`src/rtl/odtpd_pkg.sv`:
```
package odtpd_pkg;
  typedef enum logic [1:0] {
    TAG_SYNC  = 2'd0,
    TAG_TRAN  = 2'd1,
    TAG_ASYNC = 2'd2
  } odt_tag_e;
endpackage

```
`src/rtl/odtpd_phase_track.sv`:
```
// Tracks clock-enable entry into power-down and the refresh still in flight;
// produces the tag that an edge sampled in the current cycle receives.
module odtpd_phase_track
  import odtpd_pkg::*;
#(
  parameter int RFC_W = 10
) (
  input  logic             clk,
  input  logic             rst_n,
  input  logic             cke_q,
  input  logic             ref_issue,
  input  logic             dll_run_pd,
  input  logic [RFC_W-1:0] trfc_cyc,
  output logic             fall_now,
  output odt_tag_e         cur_tag
);

  logic             cke_prev_q, cke_prev_d;
  logic [RFC_W-1:0] rfc_q, rfc_d;
  logic             rfc_en;
  logic             ref_take;

  always_comb begin
    fall_now   = cke_prev_q & ~cke_q;
    cke_prev_d = cke_q;
    // a refresh is only accepted while the clock-enable is high
    ref_take   = ref_issue & cke_q;
    rfc_en     = ref_take | (rfc_q != '0);
    rfc_d      = ref_take ? trfc_cyc : (rfc_q - RFC_W'(1));
    if (dll_run_pd || cke_q) begin
      cur_tag = TAG_SYNC;
    end else if (fall_now || (rfc_q != '0)) begin
      cur_tag = TAG_TRAN;
    end else begin
      cur_tag = TAG_ASYNC;
    end
  end

  always_ff @(posedge clk or negedge rst_n) begin
    if (!rst_n) begin
      cke_prev_q <= 1'b1;
      rfc_q      <= '0;
    end else begin
      cke_prev_q <= cke_prev_d;
      if (rfc_en) begin
        rfc_q <= rfc_d;
      end
    end
  end

  AST_FALL_SINGLE_CYCLE: assert property (@(posedge clk) disable iff (!rst_n)
    fall_now |=> !fall_now);

endmodule

```
`src/rtl/odtpd_edge_history.sv`:
```
// Detects termination-enable edges, delays each by max(wl,1)-1 cycles and
// retags synchronous entries as transition when the clock-enable falls.
module odtpd_edge_history
  import odtpd_pkg::*;
#(
  parameter int MAX_WL  = 16,
  parameter int STAMP_W = 16,
  parameter int WL_W    = $clog2(MAX_WL + 1)
) (
  input  logic               clk,
  input  logic               rst_n,
  input  logic               odt_pin,
  input  logic               fall_now,
  input  logic               dll_run_pd,
  input  odt_tag_e           cur_tag,
  input  logic [WL_W-1:0]    wl,
  output logic               ret_valid,
  output logic               ret_rise,
  output odt_tag_e           ret_tag,
  output logic [STAMP_W-1:0] ret_stamp
);

  localparam int DEPTH = (MAX_WL > 1) ? (MAX_WL - 1) : 1;

  logic               odt_prev_q;
  logic [STAMP_W-1:0] cyc_q, cyc_d;
  logic [WL_W-1:0]    wl_eff, ri;

  logic               ent_v [0:DEPTH];
  logic               ent_r [0:DEPTH];
  odt_tag_e           ent_t [0:DEPTH];
  logic [STAMP_W-1:0] ent_s [0:DEPTH];

  logic               hv_q [0:DEPTH-1];
  logic               hr_q [0:DEPTH-1];
  odt_tag_e           ht_q [0:DEPTH-1];
  logic [STAMP_W-1:0] hs_q [0:DEPTH-1];
  logic               hv_d [0:DEPTH-1];
  logic               hr_d [0:DEPTH-1];
  odt_tag_e           ht_d [0:DEPTH-1];
  logic [STAMP_W-1:0] hs_d [0:DEPTH-1];

  always_comb begin
    if (wl == '0) begin
      wl_eff = WL_W'(1);
    end else if (wl > WL_W'(MAX_WL)) begin
      wl_eff = WL_W'(MAX_WL);
    end else begin
      wl_eff = wl;
    end
    ri    = wl_eff - WL_W'(1);
    cyc_d = cyc_q + STAMP_W'(1);

    ent_v[0] = odt_pin ^ odt_prev_q;
    ent_r[0] = odt_pin;
    ent_t[0] = cur_tag;
    ent_s[0] = cyc_q;
    for (int k = 0; k < DEPTH; k++) begin
      ent_v[k+1] = hv_q[k];
      ent_r[k+1] = hr_q[k];
      ent_s[k+1] = hs_q[k];
      if (fall_now && !dll_run_pd && (ht_q[k] == TAG_SYNC)) begin
        ent_t[k+1] = TAG_TRAN;
      end else begin
        ent_t[k+1] = ht_q[k];
      end
    end

    for (int k = 0; k < DEPTH; k++) begin
      hv_d[k] = (WL_W'(k) < ri) ? ent_v[k] : 1'b0;
      hr_d[k] = ent_r[k];
      ht_d[k] = ent_t[k];
      hs_d[k] = ent_s[k];
    end

    ret_valid = ent_v[ri];
    ret_rise  = ent_r[ri];
    ret_tag   = ent_t[ri];
    ret_stamp = ent_s[ri];
  end

  always_ff @(posedge clk or negedge rst_n) begin
    if (!rst_n) begin
      odt_prev_q <= 1'b0;
      cyc_q      <= '0;
      for (int k = 0; k < DEPTH; k++) begin
        hv_q[k] <= 1'b0;
        hr_q[k] <= 1'b0;
        ht_q[k] <= TAG_SYNC;
        hs_q[k] <= '0;
      end
    end else begin
      odt_prev_q <= odt_pin;
      cyc_q      <= cyc_d;
      for (int k = 0; k < DEPTH; k++) begin
        hv_q[k] <= hv_d[k];
        hr_q[k] <= hr_d[k];
        ht_q[k] <= ht_d[k];
        hs_q[k] <= hs_d[k];
      end
    end
  end

  AST_RETIRE_AGE: assert property (@(posedge clk) disable iff (!rst_n)
    ret_valid |-> ((cyc_q - ret_stamp) == STAMP_W'(ri)));
  AST_RETIRE_ORDER: assert property (@(posedge clk) disable iff (!rst_n)
    (ret_valid && $past(ret_valid)) |-> (ret_stamp == ($past(ret_stamp) + STAMP_W'(1))));

endmodule

```
`src/rtl/odtpd_bound_calc.sv`:
```
// Combinational earliest/latest termination-change time for one edge.
module odtpd_bound_calc
  import odtpd_pkg::*;
#(
  parameter int PS_W  = 24,
  parameter int LAT_W = 5
) (
  input  logic             rise,
  input  odt_tag_e         tag,
  input  logic [PS_W-1:0]  tck_ps,
  input  logic [LAT_W-1:0] on_lat_cyc,
  input  logic [LAT_W-1:0] off_lat_cyc,
  input  logic [PS_W-1:0]  on_skew_min_ps,
  input  logic [PS_W-1:0]  on_skew_max_ps,
  input  logic [PS_W-1:0]  on_pd_min_ps,
  input  logic [PS_W-1:0]  on_pd_max_ps,
  input  logic [PS_W-1:0]  off_skew_min_ps,
  input  logic [PS_W-1:0]  off_skew_max_ps,
  input  logic [PS_W-1:0]  off_pd_min_ps,
  input  logic [PS_W-1:0]  off_pd_max_ps,
  output logic [PS_W-1:0]  early_ps,
  output logic [PS_W-1:0]  late_ps
);

  logic [LAT_W-1:0] lat;
  logic [PS_W-1:0]  base, sk_min, sk_max, pd_min, pd_max, sy_min, sy_max;

  always_comb begin
    lat    = rise ? on_lat_cyc      : off_lat_cyc;
    sk_min = rise ? on_skew_min_ps  : off_skew_min_ps;
    sk_max = rise ? on_skew_max_ps  : off_skew_max_ps;
    pd_min = rise ? on_pd_min_ps    : off_pd_min_ps;
    pd_max = rise ? on_pd_max_ps    : off_pd_max_ps;
    base   = {{(PS_W-LAT_W){1'b0}}, lat} * tck_ps;
    sy_min = base + sk_min;
    sy_max = base + sk_max;
    case (tag)
      TAG_SYNC: begin
        early_ps = sy_min;
        late_ps  = sy_max;
      end
      TAG_ASYNC: begin
        early_ps = pd_min;
        late_ps  = pd_max;
      end
      default: begin
        early_ps = (sy_min < pd_min) ? sy_min : pd_min;
        late_ps  = (sy_max > pd_max) ? sy_max : pd_max;
      end
    endcase
  end

endmodule

```
`src/rtl/odtpd_out_queue.sv`:
```
// Small in-order report queue; a push into a full queue is discarded.
module odtpd_out_queue #(
  parameter int DW     = 8,
  parameter int QDEPTH = 4
) (
  input  logic          clk,
  input  logic          rst_n,
  input  logic          push_valid,
  input  logic [DW-1:0] push_data,
  input  logic          pop_ready,
  output logic          out_valid,
  output logic [DW-1:0] out_data
);

  localparam int AW = (QDEPTH > 1) ? $clog2(QDEPTH) : 1;

  logic [AW:0]   wr_q, wr_d, rd_q, rd_d;
  logic [DW-1:0] mem_q [0:QDEPTH-1];
  logic          full, do_push, do_pop;

  always_comb begin
    full      = (wr_q[AW] != rd_q[AW]) && (wr_q[AW-1:0] == rd_q[AW-1:0]);
    out_valid = (wr_q != rd_q);
    out_data  = mem_q[rd_q[AW-1:0]];
    do_push   = push_valid && !full;
    do_pop    = out_valid && pop_ready;
    wr_d      = wr_q + (AW+1)'(1);
    rd_d      = rd_q + (AW+1)'(1);
  end

  always_ff @(posedge clk or negedge rst_n) begin
    if (!rst_n) begin
      wr_q <= '0;
      rd_q <= '0;
    end else begin
      if (do_push) begin
        wr_q <= wr_d;
      end
      if (do_pop) begin
        rd_q <= rd_d;
      end
    end
  end

  always_ff @(posedge clk) begin
    if (do_push) begin
      mem_q[wr_q[AW-1:0]] <= push_data;
    end
  end

  AST_STALL_HOLDS: assert property (@(posedge clk) disable iff (!rst_n)
    (out_valid && !pop_ready) |=> (out_valid && $stable(out_data)));

endmodule

```
`src/rtl/odtpd_window_tagger.sv`:
```
module odtpd_window_tagger
  import odtpd_pkg::*;
#(
  parameter int MAX_WL  = 16,
  parameter int RFC_W   = 10,
  parameter int PS_W    = 24,
  parameter int LAT_W   = 5,
  parameter int STAMP_W = 16,
  parameter int QDEPTH  = 4,
  parameter int WL_W    = $clog2(MAX_WL + 1)
) (
  input  logic               clk,
  input  logic               rst_n,
  input  logic               cke_q,
  input  logic               odt_pin,
  input  logic               ref_issue,
  input  logic               dll_run_pd,
  input  logic [WL_W-1:0]    wl,
  input  logic [RFC_W-1:0]   trfc_cyc,
  input  logic [PS_W-1:0]    tck_ps,
  input  logic [LAT_W-1:0]   on_lat_cyc,
  input  logic [LAT_W-1:0]   off_lat_cyc,
  input  logic [PS_W-1:0]    on_skew_min_ps,
  input  logic [PS_W-1:0]    on_skew_max_ps,
  input  logic [PS_W-1:0]    on_pd_min_ps,
  input  logic [PS_W-1:0]    on_pd_max_ps,
  input  logic [PS_W-1:0]    off_skew_min_ps,
  input  logic [PS_W-1:0]    off_skew_max_ps,
  input  logic [PS_W-1:0]    off_pd_min_ps,
  input  logic [PS_W-1:0]    off_pd_max_ps,
  input  logic               rpt_ready,
  output logic               rpt_valid,
  output logic [1:0]         rpt_tag,
  output logic               rpt_rise,
  output logic [STAMP_W-1:0] rpt_stamp,
  output logic [PS_W-1:0]    rpt_early_ps,
  output logic [PS_W-1:0]    rpt_late_ps
);

  localparam int DW = 2 + 1 + STAMP_W + 2 * PS_W;

  logic [1:0]         rst_pipe_q;
  logic               rst_int_n;
  logic               fall_now;
  odt_tag_e           cur_tag;
  logic               ret_valid, ret_rise;
  odt_tag_e           ret_tag;
  logic [STAMP_W-1:0] ret_stamp;
  logic [PS_W-1:0]    early_ps, late_ps;
  logic [DW-1:0]      push_data, head_data;

  // asynchronous assert, synchronous release
  always_ff @(posedge clk or negedge rst_n) begin
    if (!rst_n) begin
      rst_pipe_q <= '0;
    end else begin
      rst_pipe_q <= {rst_pipe_q[0], 1'b1};
    end
  end
  assign rst_int_n = rst_pipe_q[1];

  odtpd_phase_track #(.RFC_W(RFC_W)) u_phase (
    .clk        (clk),
    .rst_n      (rst_int_n),
    .cke_q      (cke_q),
    .ref_issue  (ref_issue),
    .dll_run_pd (dll_run_pd),
    .trfc_cyc   (trfc_cyc),
    .fall_now   (fall_now),
    .cur_tag    (cur_tag)
  );

  odtpd_edge_history #(.MAX_WL(MAX_WL), .STAMP_W(STAMP_W), .WL_W(WL_W)) u_hist (
    .clk        (clk),
    .rst_n      (rst_int_n),
    .odt_pin    (odt_pin),
    .fall_now   (fall_now),
    .dll_run_pd (dll_run_pd),
    .cur_tag    (cur_tag),
    .wl         (wl),
    .ret_valid  (ret_valid),
    .ret_rise   (ret_rise),
    .ret_tag    (ret_tag),
    .ret_stamp  (ret_stamp)
  );

  odtpd_bound_calc #(.PS_W(PS_W), .LAT_W(LAT_W)) u_bound (
    .rise            (ret_rise),
    .tag             (ret_tag),
    .tck_ps          (tck_ps),
    .on_lat_cyc      (on_lat_cyc),
    .off_lat_cyc     (off_lat_cyc),
    .on_skew_min_ps  (on_skew_min_ps),
    .on_skew_max_ps  (on_skew_max_ps),
    .on_pd_min_ps    (on_pd_min_ps),
    .on_pd_max_ps    (on_pd_max_ps),
    .off_skew_min_ps (off_skew_min_ps),
    .off_skew_max_ps (off_skew_max_ps),
    .off_pd_min_ps   (off_pd_min_ps),
    .off_pd_max_ps   (off_pd_max_ps),
    .early_ps        (early_ps),
    .late_ps         (late_ps)
  );

  assign push_data = {ret_tag, ret_rise, ret_stamp, early_ps, late_ps};

  odtpd_out_queue #(.DW(DW), .QDEPTH(QDEPTH)) u_queue (
    .clk        (clk),
    .rst_n      (rst_int_n),
    .push_valid (ret_valid),
    .push_data  (push_data),
    .pop_ready  (rpt_ready),
    .out_valid  (rpt_valid),
    .out_data   (head_data)
  );

  assign {rpt_tag, rpt_rise, rpt_stamp, rpt_early_ps, rpt_late_ps} = head_data;

  AST_BOUND_ORDER: assert property (@(posedge clk) disable iff (!rst_int_n)
    rpt_valid |-> (rpt_early_ps <= rpt_late_ps));
  AST_ASYNC_NEEDS_FROZEN: assert property (@(posedge clk) disable iff (!rst_int_n)
    (ret_valid && dll_run_pd && $stable(dll_run_pd)) |-> (ret_tag != TAG_ASYNC));

endmodule

```
`config.mk`:
```
export PLATFORM = sky130hd
export DESIGN_NAME = odtpd_window_tagger
export DESIGN_NICKNAME = d
export VERILOG_FILES = /design/src/rtl/odtpd_pkg.sv /design/src/rtl/odtpd_phase_track.sv /design/src/rtl/odtpd_edge_history.sv /design/src/rtl/odtpd_bound_calc.sv /design/src/rtl/odtpd_out_queue.sv /design/src/rtl/odtpd_window_tagger.sv
export SDC_FILE = /design/constraint.sdc
export NUM_CORES = 1
export LEC_CHECK = 0
export BUFFER_PORTS_ARGS = -buffer_cell sky130_fd_sc_hd__clkbuf_2
export CORE_MARGIN = 2
export CORE_UTILIZATION = 40
export CTS_CLUSTER_DIAMETER = 150
export DETAILED_ROUTE_END_ITERATION = 8
export PLACE_DENSITY = 0.58
export SLEW_MARGIN = 10
export SYNTH_ARGS = -nofsm -noshare
export SYNTH_HDL_FRONTEND = slang
export SYNTH_SLANG_ARGS = --single-unit
```
`constraint.sdc`:
```
create_clock -name clk -period 9.75 [get_ports clk]
set_clock_uncertainty 0.05 [all_clocks]
set_input_delay 0.975 -clock clk [delete_from_list [all_inputs] [get_ports clk]]
set_output_delay 0.975 -clock clk [all_outputs]
set_load 0.05 [all_outputs]
```
==> run metrics <==
status finished with violations; failing checks negative setup slack; n_diodes 0; slowest stage delay, CP 0.56 ns; register-to-register path setup slack 0.97 ns; 1st-pass router iterations 4; DRC Markers 0; Detail Route Antenna Nets 0; Post-Syn Instances 2,452; clk slew on worst S/H paths 0.06 ns; Slew Viols, Final 0; #FFs+latches synth 603; Initial Util 40.5%; Die H 278 um; Hold Crit Class primary input to asynchronous set/reset pin; routed len/inst 20.5 um; Worst Setup Start Kind primary input; TritonCTS clock tree built; synthesized area per cell 12.3 um2; crit end category register; via count 21,000; CP delay by family, top compound AO/OA/AOI/OAI gates; first-pass GRT wire length 125,000 um; CTS Sinks 603; Die Area 0.0775 mm2; Reg-to-Reg Start u_hist.odt_prev_q$_DFF_PN0_; final hold viol count 0; clk_lat worst skew 0.61 ns; GPL Wtd Cong 0.883; IO Port Bufs 315; Hold Buf Count CTS 0; Layout area overhead 27.2%; RSZ-0062 raised after global routing yes; Top Ports 316; Post-synth EDFFs 268; Final WS setup -0.0275 ns; final-report setup violation count 16; Die W 278 um; ys flop type dfrtp_1; Layout Nets 3,463; fmax 102 MHz; Reg-to-Reg End u_queue.mem_q[2][25]$_DFFE_PP_; # Max-Cap Violations 0; Total Routing Usage GR 21.1%; crit path max fanout 6; CTS HTree Levels 3; yosys warns 0; synth unique cells 72; Core Area 0.0744 mm2; Mapped Area 0.0301 mm2; Worst R2R Path Depth 45; initial antenna violation count 0; Clock Path Buffers 3; Post-Synthesis Net Count 2,891; TritonCTS Buffers 66; vias in the first global route 21,500; fin crit share 100%; min Tclk post-route 9.78 ns; largest net degree at the start of global routing 85; max_slew headroom 30.0%; Async S/R FF share, synth 55.6%; WL final 83,000 um; Crit Path Class primary input to register; Placement Rows 100; clock root buffer clkbuf_16; DRT iter0 DRCs 1,359; slowest cell on the critical path fa_1; post-DP HPWL 59,600 um; post-synthesis sequential area ratio 54.6%; Tightest Pin Transition 1.05 ns; fraction of layout cells with a size suffix above 1 32.6%; CP arrival 10.04 ns; Layout Utilization 51.5%; WP buf/inv 11; Vias/cell 5.20; Worst EP required 10.01 ns; most frequent CP cell buf_4; global route total overflow 0
-- cells in the final DEF, fill, tap and decap left out, types with 12 or more instances in the layout --
| cell | n |
|---|---|
| and2_1 | 58 |
| clkbuf_2 | 314 |
| nand4_1 | 12 |
| nand2_1 | 317 |
| mux2_2 | 41 |
| o21ai_0 | 39 |
| nand2b_1 | 18 |
| o22ai_1 | 19 |
| o21a_1 | 14 |
| mux4_2 | 68 |
| ha_1 | 118 |
| clkbuf_1 | 13 |
| inv_1 | 135 |
| xnor2_1 | 42 |
| fa_1 | 61 |
| xor2_1 | 29 |
| buf_4 | 289 |
| nand3_1 | 18 |
| dfrtp_1 | 331 |
| mux2i_1 | 96 |
| mux2i_2 | 13 |
| nor3_1 | 16 |
| edfxtp_1 | 268 |
| nor2_1 | 59 |
| clkbuf_16 | 69 |
| a21oi_1 | 179 |
| o21bai_1 | 20 |
| a21oi_2 | 14 |
| mux2i_4 | 33 |
| nor2b_1 | 42 |
| nor4_1 | 41 |
| a21o_1 | 31 |
-- flip-flops by register name (all words and copies together) (netlist names) --
name                count
u_phase.rfc_q          10
u_hist.ht_q            30
u_hist.cyc_q           16
u_hist.ent_s          240
rst_pipe_q              2
u_queue.wr_q            3
u_hist.ent_r           14
u_queue.rd_q            3
u_queue.mem_q         268
u_hist.ent_v           15
u_phase.cke_prev_q      1
u_hist.odt_prev_q       1
-- per-stage QoR --
step | setup TNS [ns] | instance area, um2 | cells | hold WS (ns) | worst slack (ns)
after CTS | 0 | 37500 | 4036 | 0.0579 | 0.00289
after floorplan | -172.57 | 30500 | 2452 | 0.281 | -1.04
final | -0.354 | 38300 | 4046 | 0.0925 | -0.0275
after global routing | -62.93 | 38300 | 4046 | 0.0713 | -0.418
after detailed placement | -177.18 | 35000 | 3911 | 0.188 | -1.02
after global placement | -158.86 | 35000 | 3911 | 0.179 | -0.915
-- cells by family (layout without fill, tap and decap cells) --
family,count (synthesis),in the layout,synth area share [%]
and+or+nand+nor,648,648,10.1
DFF,603,603,54.6
AOI/OAI and AO/OA,406,406,8.11
muxes,261,261,11.7
buffers and inverters,250,875,3.19
adders and majority gates,191,191,9.46
xor gates and xnor gates,92,92,2.82
other,1,1,0.0125
-- area by class of cell --
| class | instances | area [um2] |
|---|---|---|
| fillers | 6450 | 36100 |
| flip-flops and latches | 603 | 16400 |
| multi-input cells | 1599 | 13900 |
| repair buffers | 615 | 3930 |
| clock buffers | 87 | 1830 |
| well taps | 969 | 1210 |
| inverters | 139 | 532 |
| clock inverters | 34 | 425 |
-- cells in the mapped netlist, types with 35 or more instances --
master	n	share of area, %
a21oi_1	194	3.2
and2_1	65	1.4
clkbuf_1	82	1.0
dfrtp_1	334	28
edfxtp_1	268	27
fa_1	61	4.1
ha_1	130	5.4
inv_1	137	1.7
mux2_2	44	1.6
mux2i_1	142	4.7
mux4_2	68	5.1
nand2_1	325	4.1
nor2_1	63	0.79
nor2b_1	46	0.96
nor4_1	43	0.89
o21ai_0	51	0.85
xnor2_1	54	1.6
xor2_1	35	1.0
-- per-layer routing --
layer	wire length, um	vias to the layer above	GRT usage, %
li1	-	9880	-
met1	36300	10700	28.0
met2	42100	445	36.9
met3	3270	74	2.73
met4	1340	0	4.92
met5	0	-	0
-- worst max-delay path by stage --
stage | slack [ns] | from | endpoint | cells after the start
after floorplan | -1.04 | wl[3] | u_queue.mem_q[0][41]$_DFFE_PP_ | 55
after global placement | -0.92 | wl[3] | u_queue.mem_q[0][0]$_DFFE_PP_ | 51
after detailed placement | -1.02 | wl[3] | u_queue.mem_q[3][10]$_DFFE_PP_ | 51
after CTS | 0.003 | wl[3] | u_queue.mem_q[3][26]$_DFFE_PP_ | 45
after global routing | -0.42 | wl[2] | u_queue.mem_q[0][28]$_DFFE_PP_ | 52
final | -0.03 | wl[3] | u_queue.mem_q[2][25]$_DFFE_PP_ | 51
-- timing repair --
| item | in CTS | in global routing |
|---|---|---|
| setup buffers | 4 | 9 |
| pin swaps | 3 | 43 |
| cloned | 0 | 1 |
| setup endpoints to repair | 192 | 192 |
| gates resized for setup | 27 | 125 |
Power is left out: the tool's default activity adds up to more than one toggle a clock period on the data nets, which glitch-free logic cannot reach.
